==> config.mk <==
export PLATFORM = sky130hd
export DESIGN_NAME = frac_clk_en
export DESIGN_NICKNAME = d
export VERILOG_FILES = /design/src/rtl/fce_pkg.sv /design/src/rtl/fce_cfg_decode.sv /design/src/rtl/fce_ctrl.sv /design/src/rtl/fce_accum.sv /design/src/rtl/frac_clk_en.sv
export SDC_FILE = /design/constraint.sdc
export NUM_CORES = 1
export LEC_CHECK = 0
export ABC_CLOCK_PERIOD_IN_PS = 3350
export BUFFER_PORTS_ARGS = -buffer_cell sky130_fd_sc_hd__buf_2
export CORE_MARGIN = 2
export CORE_UTILIZATION = 59
export CTS_CLUSTER_SIZE = 16
export DETAILED_ROUTE_END_ITERATION = 12
export PLACE_DENSITY = 0.82
export SYNTH_ARGS = -nofsm -noshare
export SYNTH_HDL_FRONTEND = slang
export SYNTH_SLANG_ARGS = --single-unit
==> constraint.sdc <==
create_clock -name clk -period 3.35 [get_ports clk]
set_input_delay 0.1675 -clock clk [delete_from_list [all_inputs] [get_ports clk]]
set_output_delay 0.1675 -clock clk [all_outputs]
set_load 0.01 [all_outputs]
==> src/rtl/fce_pkg.sv <==
package fce_pkg;

    typedef enum logic [1:0] {
        ST_OFF  = 2'd0,
        ST_HALT = 2'd1,
        ST_RUN  = 2'd2
    } fce_state_e;

    function automatic int field_width(input bit wide);
        return wide ? 13 : 8;
    endfunction

endpackage

==> src/rtl/fce_cfg_decode.sv <==
module fce_cfg_decode #(
    parameter int FW = 8
) (
    input  logic [FW-1:0] madd_i,
    input  logic [FW-1:0] msub_i,
    output logic          cfg_ok_o,
    output logic [FW+1:0] sub_ext_o,
    output logic [FW+1:0] add_ext_o
);
    localparam int XW = FW + 2;

    // Both fields zero is the one illegal setting.
    always_comb begin
        cfg_ok_o = (|madd_i) || (|msub_i);
    end

    // Subtraction value: upper two bits forced to ones gives msub - 2^FW.
    always_comb begin
        sub_ext_o = {2'b11, msub_i};
        add_ext_o = {2'b00, madd_i};
    end

    initial begin
        if (XW != FW + 2) $display("fce_cfg_decode: width mismatch");
    end
endmodule

==> src/rtl/fce_ctrl.sv <==
module fce_ctrl
    import fce_pkg::*;
(
    input  logic       clk,
    input  logic       rst_n,
    input  logic       en_i,
    input  logic       cfg_ok_i,
    output fce_state_e state_o,
    output logic       run_nx_o
);
    fce_state_e state_q;
    fce_state_e state_d;

    // Next-state selection.
    always_comb begin
        state_d = state_q;
        unique case (state_q)
            ST_OFF: begin
                if (en_i && cfg_ok_i)  state_d = ST_RUN;   // T_START
                else if (en_i)         state_d = ST_HALT;  // T_REJECT
            end
            ST_HALT: begin
                if (!en_i)             state_d = ST_OFF;   // T_ABORT
                else if (cfg_ok_i)     state_d = ST_RUN;   // T_RECOVER
            end
            ST_RUN: begin
                if (!en_i)             state_d = ST_OFF;   // T_STOP
                else if (!cfg_ok_i)    state_d = ST_HALT;  // T_FAULT
            end
            default:                   state_d = ST_OFF;
        endcase
    end

    // State register.
    always_ff @(posedge clk or negedge rst_n) begin
        if (!rst_n) state_q <= ST_OFF;
        else        state_q <= state_d;
    end

    // Outputs.
    always_comb begin
        state_o  = state_q;
        run_nx_o = (state_d == ST_RUN);
    end

    // running is only reached from an enabled, valid setting.
    a_r4_run_needs_en: assert property (@(posedge clk) disable iff (!rst_n)
        (state_q == ST_RUN) |-> $past(en_i && cfg_ok_i));

    // the halt state is only held while the setting was invalid.
    a_r6_halt_from_bad: assert property (@(posedge clk) disable iff (!rst_n)
        (state_q == ST_HALT) |-> $past(en_i && !cfg_ok_i));
endmodule

==> src/rtl/fce_accum.sv <==
module fce_accum #(
    parameter int FW = 8
) (
    input  logic          clk,
    input  logic          rst_n,
    input  logic          step_i,
    input  logic [FW+1:0] sub_ext_i,
    input  logic [FW+1:0] add_ext_i,
    output logic          strobe_o
);
    localparam int AW = FW + 1;
    localparam int XW = FW + 2;

    logic [AW-1:0] acc_q;
    logic [AW-1:0] acc_d;
    logic          strobe_q;
    logic          strobe_d;
    logic [XW-1:0] trial;
    logic [XW-1:0] refill;

    always_comb begin
        trial  = {1'b0, acc_q} + sub_ext_i;
        refill = {1'b0, acc_q} + add_ext_i;
        if (!step_i) begin
            acc_d    = '0;
            strobe_d = 1'b0;
        end else if (trial[XW-1]) begin
            acc_d    = refill[AW-1:0];
            strobe_d = 1'b1;
        end else begin
            acc_d    = trial[AW-1:0];
            strobe_d = 1'b0;
        end
    end

    always_ff @(posedge clk or negedge rst_n) begin
        if (!rst_n) begin
            acc_q    <= '0;
            strobe_q <= 1'b0;
        end else begin
            acc_q    <= acc_d;
            strobe_q <= strobe_d;
        end
    end

    always_comb strobe_o = strobe_q;

    // after a cycle with stepping withheld the accumulator restarts at zero.
    a_r4_cleared_when_idle: assert property (@(posedge clk) disable iff (!rst_n)
        $past(!step_i) |-> (acc_q == '0) && !strobe_q);
endmodule

==> src/rtl/frac_clk_en.sv <==
module frac_clk_en
    import fce_pkg::*;
#(
    parameter bit WIDE = 1'b0,
    localparam int FW = fce_pkg::field_width(WIDE)
) (
    input  logic          clk,
    input  logic          rst_n,
    input  logic          en,
    input  logic [FW-1:0] madd,
    input  logic [FW-1:0] msub,
    output logic          strobe
);
    logic          cfg_ok;
    logic [FW+1:0] sub_ext;
    logic [FW+1:0] add_ext;
    fce_state_e    state;
    logic          run_nx;
    logic          strobe_raw;

    fce_cfg_decode #(.FW(FW)) u_dec (
        .madd_i    (madd),
        .msub_i    (msub),
        .cfg_ok_o  (cfg_ok),
        .sub_ext_o (sub_ext),
        .add_ext_o (add_ext)
    );

    fce_ctrl u_ctrl (
        .clk      (clk),
        .rst_n    (rst_n),
        .en_i     (en),
        .cfg_ok_i (cfg_ok),
        .state_o  (state),
        .run_nx_o (run_nx)
    );

    fce_accum #(.FW(FW)) u_acc (
        .clk       (clk),
        .rst_n     (rst_n),
        .step_i    (run_nx),
        .sub_ext_i (sub_ext),
        .add_ext_i (add_ext),
        .strobe_o  (strobe_raw)
    );

    assign strobe = strobe_raw;

    // no strobe while off.
    a_r4_off_quiet: assert property (@(posedge clk) disable iff (!rst_n)
        (state == ST_OFF) |-> !strobe);

    // no strobe while halted on an invalid setting.
    a_r6_halt_quiet: assert property (@(posedge clk) disable iff (!rst_n)
        (state == ST_HALT) |-> !strobe);

    // entering run always yields a strobe in the first running cycle.
    a_r5_first_strobe: assert property (@(posedge clk) disable iff (!rst_n)
        $rose(state == ST_RUN) |-> strobe);
endmodule

== After elaboration in Yosys (flattened, before gate mapping) ==
Cells that the tools add are included.
W data, S select, Z words.
Cells by class
  muxes and demuxes: 11
  add/subtract/negate cells: 2
  eq/ne operators: 3
  reductions and logical operators: 5
Operator list (count)
  $mux W9: 2
  $reduce_or A8 Y1: 2
  $mux W2: 6
  $add A9 B10 Y10: 1
  $add A9 B8 Y9: 1
  $pmux W2 S3: 1
  $eq A2 B2 Y1 const B: 2
  $eq A2 B1 Y1 const B: 1
  $logic_not A2 Y1: 1
  $mux W1: 2
  $logic_and A1 B1 Y1: 1
  $logic_or A1 B1 Y1: 1
Word-level totals
  register bits after elaboration: 12
  word-level logic and storage cells: 24
  input port bits: 19

== Logic depth before layout (Yosys ltp) ==
Gate-level depths: netlist (run 1).
  depth in word-level cells: 7
  mapped depth: 9
  mapped depth without buffers: 9

== Hierarchy ==
A second synthesis (run 1) with hierarchy kept.
Unflattened totals
  cells, all modules: 160
  area, all modules: 1436.4 µm²
Modules (own cells, without submodules)
  fce_accum: cells an instance 126, area an instance 1167.4 µm², sequential area each 250.2 µm², times used 1
  fce_cfg_decode: cells an instance 27, area an instance 188.9 µm², sequential area each 0.0 µm², times used 1
  fce_ctrl: cells an instance 7, area an instance 80.1 µm², sequential area each 50.0 µm², times used 1

== Worst setup path before layout (run 1) ==
No wires, ideal clock.
  path kind: reg-to-reg
  start point: register u_acc.acc_q[3]
  end point: register u_acc.acc_q[7]
  slack: 1281 ps
  clock period less this slack: 2069 ps
  data arrival time: 1973 ps
  setup time: 95 ps
  stages on the path, launching flop included: 8
  path through: dfrtp_1 -> ha_1 -> a21oi_1 -> nor2b_1 -> a311o_1 -> a31oi_1 -> mux2_2 -> a211oi_1
Between the ends
  cells in the longest elaborated chain, start to end: 3
  elaborated cells between the ends (all ways): 4
  those cells by class: 2 x add/sub; 2 x mux
RTL lines
  from (decl): line fce_accum.sv:14  | logic [AW-1:0] acc_q;
  from (signal assigned): line fce_accum.sv:38  | acc_q <= '0;
  from (signal assigned): line fce_accum.sv:41  | acc_q <= acc_d;
  $add A9 B10 Y10 or $add A9 B8 Y9 (tied branches): line fce_accum.sv:22, fce_accum.sv:23
  $mux W9 *: line fce_accum.sv:27  | end else if (trial[XW-1]) begin
  $mux W9 *: line fce_accum.sv:24  | if (!step_i) begin
  net u_acc.acc_d[7]: line fce_accum.sv:15  | logic [AW-1:0] acc_d;
The timed path passes the listed nets; every way through them passes the cells marked *.

== Final worst setup path (run 1) ==
  start point: register u_acc.acc_q[3]
  end point: register u_acc.acc_q[8]
Same word-level chain as after synthesis.

==> results of run 1 <==
[layout make-up]
class,instances,area (µm²)
clock buffer,4,36.3
fill,149,470
inverter,4,15.0
multi-input combinational,107,825
sequential,12,300
tap,25,31.3
timing repair buffer,20,105
[power groups by stage]
stage / registers, µW / logic (µW) / clock network [µW]
floorplan: 224 / 569 / 0
global placement: 234 / 663 / 0
detailed placement: 236 / 684 / 0
CTS: 233 / 696 / 126
global route: 239 / 778 / 128
finish: 234 / 703 / 123
[worst max path at each step]
stage / cells after the start / endpoint / slack (ps)
floorplan: 7 / u_acc.acc_q[7] / 1280
global placement: 7 / u_acc.acc_q[8] / 1090
detailed placement: 7 / u_acc.acc_q[8] / 980
CTS: 7 / u_acc.acc_q[8] / 940
global route: 7 / u_acc.acc_q[8] / 850
finish: 7 / u_acc.acc_q[8] / 920
[critical path, delay by kind of cell, from the launching register on]
family,cells,cell delay [ps]
simple gates,1,80
mux,2,470
compound gates,3,1050
flops,1,410
fa+ha+maj,1,360
[cell usage after synthesis (all sizes together), types with 4 or more instances]
master / n / area, µm²
a211oi: 6 / 45.0
nor2b: 4 / 32.5
xnor2: 4 / 35.0
dfrtp: 12 / 300
nand2: 5 / 18.8
inv: 4 / 15.0
a21oi: 11 / 55.1
nor2: 13 / 48.8
a21o: 4 / 30.0
nor4: 4 / 25.0
ha: 16 / 200
o21ai: 6 / 30.0
xor2: 4 / 35.0
mux2i: 6 / 60.1
[state kept, by name (all words and copies together) (netlist names)]
| register | count |
|---|---|
| u_acc.acc_q | 9 |
| u_ctrl.state_o | 2 |
| u_acc.strobe_o | 1 |
[kinds of logic after synthesis]
logic type,after synthesis
xor+xnor,8
mux,7
buf+inv,5
compound gates,38
simple gates,36
flops,12
fa+ha+maj,18
[per-layer routing]
metal	share of wire, %	track usage [%]
met1	45	34.5
met2	48	47.9
met3	4.9	2.22
met4	2.7	15.7
met5	0	0
[per-stage QoR]
stage | total power, µW | instances | utilization (%) | cell area, µm²
2_1_floorplan | 793 | 124 | - | 1150
3_3_place_gp | 897 | 167 | 71.0 | 1270
3_5_place_dp | 920 | 167 | 71.0 | 1270
4_1_cts | 1060 | 172 | 73.6 | 1310
5_1_grt | 1140 | 172 | 73.6 | 1310
6_report | 1060 | 172 | 73.6 | 1310
[timing repair]
action | CTS | global route
gates resized for setup | 0 | 0
hold buffers | 1 | 0
endpoints found under the hold margin | 12 | 0
==> results.env, run 1 <==
SYNTH-COMPOUND-AREA-SHARE_PCT=22.2
GP_CONGESTION=0.914
CLOCK_ROOT_CELL='clkbuf_4'
POST-PLACE-WS_PS=983
FIN_TNS_SETUP_PS=0
PWR-SHARE-COMB_PCT=66.3
DIE_Y_EXTENT_UM=48.2
TIMING.MAX_SLEW.REL_SLACK_PCT=69.6
SHORTEST_CLOCK_PERIOD_THE_WORST_PATH_ALLOWS_AFTER_LAYOUT_PS=2430
HOLD_SLACK_PS=107
INITIAL_CORE_UTIL_PCT=64.6
FINALSETUPVIOLATIONS=0
HOLD_VIOL_FINAL=0
MAX_SLEW.WORST_PIN.SLEW_PS=455
POST_SYNTHESIS_NET_COUNT=161
DRT-TOTAL-WL_UM=2780
TIMING.CLOCK.SKEW_PS=3.98
PARITY_GATE_SHARE_OF_THE_SYNTHESIZED_AREA_COUNTING_XOR_AND_XNOR_CELLS_PCT=6.09
GRT_SETUP_UNREPAIRED='no'
CTS_BUF_COUNT=3
PIN_COUNT_OF_THE_BIGGEST_NET_ENTERING_GLOBAL_ROUTING=13
POWER_SHARE_OF_THE_SEQUENTIAL_GROUP_PCT=22.1
CTS-ROOT-TO-SINK-BUFFERS=2
CLOCK_TREE.HTREE_LEVEL_COUNT=1
PORT-BUFFER-COUNT=19
DRT.ANTENNA.VIOLATING_NETS=0
POWERDENSITY_nW_PER_UM2=808
HOLD_PATH_DEPTH=3
ANTENNA_CELLS_INSERTED=0
CRITPATHREQUIREDTIME_PS=3570
GRT_USAGE_PCT=28.0
GRT_FIRST_PASS_WIRELENGTH_UM=4290
GRT_PASS1_VIAS=1011
YOSYS_WARNINGS=0
PWR-SHARE-CLK_PCT=11.6
GR-TOTAL-OVERFLOW=0
DRC=0
WORST_PATH_MOST_REPEATED_CELL='mux2i_1'
SYNTH_SIMPLE_GATE_AREA_SHARE_PCT=16.3
ROUTED_WIRE_LENGTH_PER_INSTANCE_UM=16.1
CLOCK_TREE_FROM_TRITONCTS='built'
WORST_R2R_ENDPOINT='u_acc.acc_q[8]'
SYNTH_ASYNC_SR_FLOP_SHARE_PCT=100
POST_SYNTH.CELL_AREA_AVG_UM2=9.28
DESIGN.CORE.AREA_UM2=1780
HOLD-PATH-ENDPOINT='u_ctrl.state_o[0]'
SYNTH_SEQ_AREA_SHARE_PCT=26.1
CORE.ROWCOUNT=15
DRT_ITER0_MARKERS=23
RUN_STATUS='finished clean'
DETAILROUTE.VIA_COUNT=1041
IO_PINS=20
SINKS_ON_THE_CLOCK_NET=12
CPPEAKSTAGEDELAY_PS=420
MAXCLOCKFREQUENCY_MHz=411
CRIT_CHAIN='ha_1 > a21oi_1 > nor2b_1 > a311o_1 > a21boi_4 > mux2i_1 > mux2i_1'
YOSYS_REGISTER_BITS=12
SYNTH-EDFF-COUNT=0
NUMBER_OF_ANTENNA_VIOLATIONS_AT_THE_FIRST_CHECK_IN_GLOBAL_ROUTING=0
WORST_MIN_DELAY_PATH_CLASS='in -> reg'
SYN_INST=124
LAYOUT-AREA-OVERHEAD-VS-SYNTH_PCT=14.0
DRT-VIAS-PER-INSTANCE=6.05
WORST-ENDPOINT-ARRIVAL_PS=2650
INTERNAL_POWER_uW=591
CRIT_FANOUT=12
FINALNETCOUNT=185
FINALCRITPERIODSHARE_PCT=72.7
HOLD_PATH_STARTPOINT='en'
PEAKVDDDROP_mV=0.476
DIE_WIDTH_UM=48.2
WORSTREGTOREGCELLS=7
HPWL_UM=2120
STARTPOINT_TYPE='flip-flop'
TOTAL_LEAKAGE_POWER_uW=0.000664
CTS.REPAIR_TIMING.SETUP_BUFFER_COUNT=0
FINAL_LAYOUT_SIZE_SUFFIX_GT1_SHARE_PCT=18.4
SYNTH_FA_HA_AREA_SHARE_PCT=20.9
SYNTH_AREA_UM2=1150
CP_SLOWEST_CELL='a311o_1'
SLEW_VIOL_FINAL=0
DRT_FIRST_PASS_ITERS=4
POWER_SWITCHING_uW=470
MAIN_COMBINATIONAL_CELL_FAMILY_BY_AREA_AFTER_SYNTHESIS='compound AO/OA/AOI/OAI gates'
CRITICAL_PATH.REG2REG.STARTPOINT='u_acc.acc_q[3]'
STARTPOINT='u_acc.acc_q[3]'
RRSETUPSLACK_PS=920
FLOORPLAN.DIE_AREA_UM2=2320
SYNTHMUXAREASHARE_PCT=6.20
SYNTH_CELL_TYPES=35
CLK_LATENCY_PS=290
P_SW_SHARE_PCT=44.3
YOSYS_MOST_USED_DFF='dfrtp_1'
TIMING.CRITICAL_PATH.TO_TYPE='flip-flop'
MOST-COMMON-LAYOUT-CELLS='buf_2 (19), ha_1 (16), nor2_1 (13)'
POSTLAYOUTSETUPSLACKWORST_PS=916
CLKTRANSATPATHREGS_PS=80
MOSTFREQUENTLAYOUTCELL='buf_2'
MAX_CAP_VIOL_COUNT=0
CRITICAL_PATH_CLASS='reg -> reg'
Note: power is estimated with default switching activity, not from simulation.
==> run 2: changes to the inputs <==
- ABC_AREA: unset -> 1
- ABC_CLOCK_PERIOD_IN_PS: 3350 -> 2200
- CORE_ASPECT_RATIO: unset -> 2
- CORE_UTILIZATION: 59 -> 52
- PLACE_DENSITY: 0.82 -> 0.75
- clock period: 3.35 -> 2.2 ns (I/O delays scaled with it)
==> results.env, run 2 <==
CP_SLOWEST_CELL='dfrtp_1'
SYNTH_TOP_CELLS_BY_AREA='nand2_1 (24%), dfrtp_1 (22%), ha_1 (14%), inv_1 (9.2%), nor2_1 (6.0%)'
CTS-ROOT-TO-SINK-BUFFERS=2
DRC=0
CRITICAL_PATH_CLASS='reg -> reg'
FINAL_CORE_UTILIZATION_PCT=62.0
DIE_WIDTH_UM=40.4
IO_PINS=20
POST_SYNTH.CELL_AREA_AVG_UM2=6.22
SYNTH_ASYNC_SR_FLOP_SHARE_PCT=100
FINALSETUPVIOLATIONS=0
SYNTH_CELL_TYPES=21
CORE.ROWCOUNT=26
TIMING.CLOCK.SKEW_PS=1.37
CLK_LATENCY_PS=240
POST_SYNTH_MOST_FREQUENT_CELLS='nand2_1 (90), inv_1 (34), nor2_1 (22)'
DESIGN.CORE.AREA_UM2=2540
TOTAL_LEAKAGE_POWER_uW=0.000955
GR-TOTAL-OVERFLOW=0
FINALCRITPERIODSHARE_PCT=88.8
CTS.REPAIR_TIMING.SETUP_BUFFER_COUNT=0
STARTPOINT_TYPE='flip-flop'
WORSTREGTOREGCELLS=9
MAX_CAP_VIOL_COUNT=0
FINALNETCOUNT=283
CTS_BUF_COUNT=3
YOSYS_REGISTER_BITS=12
PLACED_AREA_UM2=1500
LAYOUT-AREA-OVERHEAD-VS-SYNTH_PCT=13.9
CPPEAKSTAGEDELAY_PS=410
DIE_Y_EXTENT_UM=76.9
WORST_PATH_MOST_REPEATED_CELL='nand2_1'
CRITICAL_PATH.REG2REG.STARTPOINT='u_acc.acc_q[6]'
FINAL_DESIGN_AREA_NO_FILL_UM2=1570
HPWL_UM=2780
DRT-VIAS-PER-INSTANCE=5.03
SLEW_VIOL_FINAL=0
GRT_USAGE_PCT=23.8
CLOCK_TREE_FROM_TRITONCTS='built'
SYNTH_AREA_UM2=1380
DRT.ANTENNA.VIOLATING_NETS=0
CRIT_CHAIN='ha_1 > nand2_1 > nand2_1 > a21oi_1 > nand3_4 > inv_1 > nand2_1 > nand2_1 > nor2_1'
ROUTED_WIRE_LENGTH_PER_INSTANCE_UM=11.6
CLOCK_TREE.HTREE_LEVEL_COUNT=1
INITIAL_CORE_UTIL_PCT=54.4
FLOORPLAN.DIE_AREA_UM2=3110
PORT-BUFFER-COUNT=19
SYNTH_SEQ_AREA_SHARE_PCT=21.7
ANTENNA_CELLS_INSERTED=0
SHORTEST_CLOCK_PERIOD_THE_WORST_PATH_ALLOWS_AFTER_LAYOUT_PS=1950
TIMING.CRITICAL_PATH.TO_TYPE='flip-flop'
SYN_INST=222
PEAKVDDDROP_mV=0.620
POSTLAYOUTSETUPSLACKWORST_PS=246
DRT-TOTAL-WL_UM=3180
GP_CONGESTION=0.893
SINKS_ON_THE_CLOCK_NET=12
HOLD_PATH_STARTPOINT='en'
FINAL_LAYOUT_SIZE_SUFFIX_GT1_SHARE_PCT=13.9
NUMBER_OF_ANTENNA_VIOLATIONS_AT_THE_FIRST_CHECK_IN_GLOBAL_ROUTING=0
SYNTH-EDFF-COUNT=0
RRSETUPSLACK_PS=250
FIN_TNS_SETUP_PS=0
TOP_REG_BY_FLOPS='u_acc.acc_q'
GRT_SETUP_UNREPAIRED='no'
YOSYS_WARNINGS=0
MOSTFREQUENTLAYOUTCELL='nand2_1'
SYNTH_TOP_AREA_CELL='nand2_1'
YOSYS_MOST_USED_DFF='dfrtp_1'
LARGEST_REGISTER_FF_COUNT=9
SYNTH.MOST_COMMON_CELL='nand2_1'
YOSYS.AREA.TOP_TYPE_SHARE_PCT=24.5
WORST_MIN_DELAY_PATH_CLASS='in -> reg'
DRT_FIRST_PASS_ITERS=4
DETAILROUTE.VIA_COUNT=1374
WORST_R2R_ENDPOINT='u_acc.acc_q[1]'
RUN_STATUS='finished clean'
PIN_COUNT_OF_THE_BIGGEST_NET_ENTERING_GLOBAL_ROUTING=16
TIMING.MAX_SLEW.REL_SLACK_PCT=78.6
DRT_ITER0_MARKERS=31
POST_SYNTHESIS_NET_COUNT=259
WORST-ENDPOINT-ARRIVAL_PS=2070
POST-PLACE-WS_PS=233
POWERDENSITY_nW_PER_UM2=1210
CLOCK_ROOT_CELL='clkbuf_8'
CLKTRANSATPATHREGS_PS=50
GRT_FIRST_PASS_WIRELENGTH_UM=5180
POST_LAYOUT_NONFILLER_INSTANCES=273
DPL.CELL_COUNT=268
MAX_SLEW.WORST_PIN.SLEW_PS=321
HOLD-PATH-ENDPOINT='u_ctrl.state_o[0]'
HOLD_VIOL_FINAL=0
MOST-COMMON-LAYOUT-CELLS='nand2_1 (90), inv_1 (34), nor2_1 (22)'
HOLD_PATH_DEPTH=3
MAXCLOCKFREQUENCY_MHz=512
GRT_PASS1_VIAS=1286
CRIT_FANOUT=15
CRITPATHREQUIREDTIME_PS=2320
==> run 2: metal layers <==
layer / track usage, % / part of all wire, % / up-vias
met2: 44.8 / 59 / 27
met5: 0 / 0 / -
met1: 23.7 / 38 / 606
met4: 9.00 / 1.9 / 0
met3: 1.73 / 1.4 / 6
li1: - / - / 735
==> run 2: layout make-up <==
cell class | count | area [µm²]
clock buffers | 4 | 55.1
well taps | 28 | 35.0
flip-flops and latches | 12 | 300
repair buffers | 20 | 105
fillers | 260 | 965
inverters | 36 | 135
multi-input cells | 173 | 942
==> run 2: worst max path at each step <==
stage	cells past startpoint	to	startpoint	slack [ps]
after floorplan	13	u_acc.acc_q[8]	u_acc.acc_q[0]	620
after global placement	9	u_acc.acc_q[1]	u_acc.acc_q[6]	270
after detailed placement	9	u_acc.acc_q[1]	u_acc.acc_q[6]	230
after CTS	9	u_acc.acc_q[1]	u_acc.acc_q[6]	220
after global routing	9	u_acc.acc_q[1]	u_acc.acc_q[6]	100
final	9	u_acc.acc_q[1]	u_acc.acc_q[6]	250
==> run 2: logic make-up (layout without fill, tap and decap cells) <==
kind of cell | after synthesis | in the layout | synth area share (%)
AO/OA/AOI/OAI | 14 | 14 | 5.62
adder cells (fa/ha/maj) | 18 | 18 | 17.4
flip-flops | 12 | 12 | 21.7
XOR/XNOR | 6 | 6 | 3.81
buffers and inverters | 37 | 60 | 10.6
AND/OR/NAND/NOR | 135 | 135 | 40.9
==> run 2: report_power, final <==
group          switching [µW]  internal [µW]
clock network            76.2            158
logic                     800            501
registers                64.8            301
==> run 2: worst max-delay path: cells and delay by family (launching register included) <==
family	cells	cell delay (ps)
AOI/OAI and AO/OA	1	290
adders and majority gates	1	370
buffers and inverters	1	190
DFF	1	410
and+or+nand+nor	6	570
==> run 2: through the flow <==
step,hold WS (ps),power [µW]
after CTS,127,1890
after global placement,-7.24,1650
final,126,1900
after floorplan,-186,1390
after detailed placement,-6.85,1650
after global routing,181,2110
==> run 2: repair_timing <==
action,CTS,global route
endpoints found under the hold margin,12,0
hold buffers,1,0
endpoints found under the setup margin,0,1
gates resized for setup,0,1
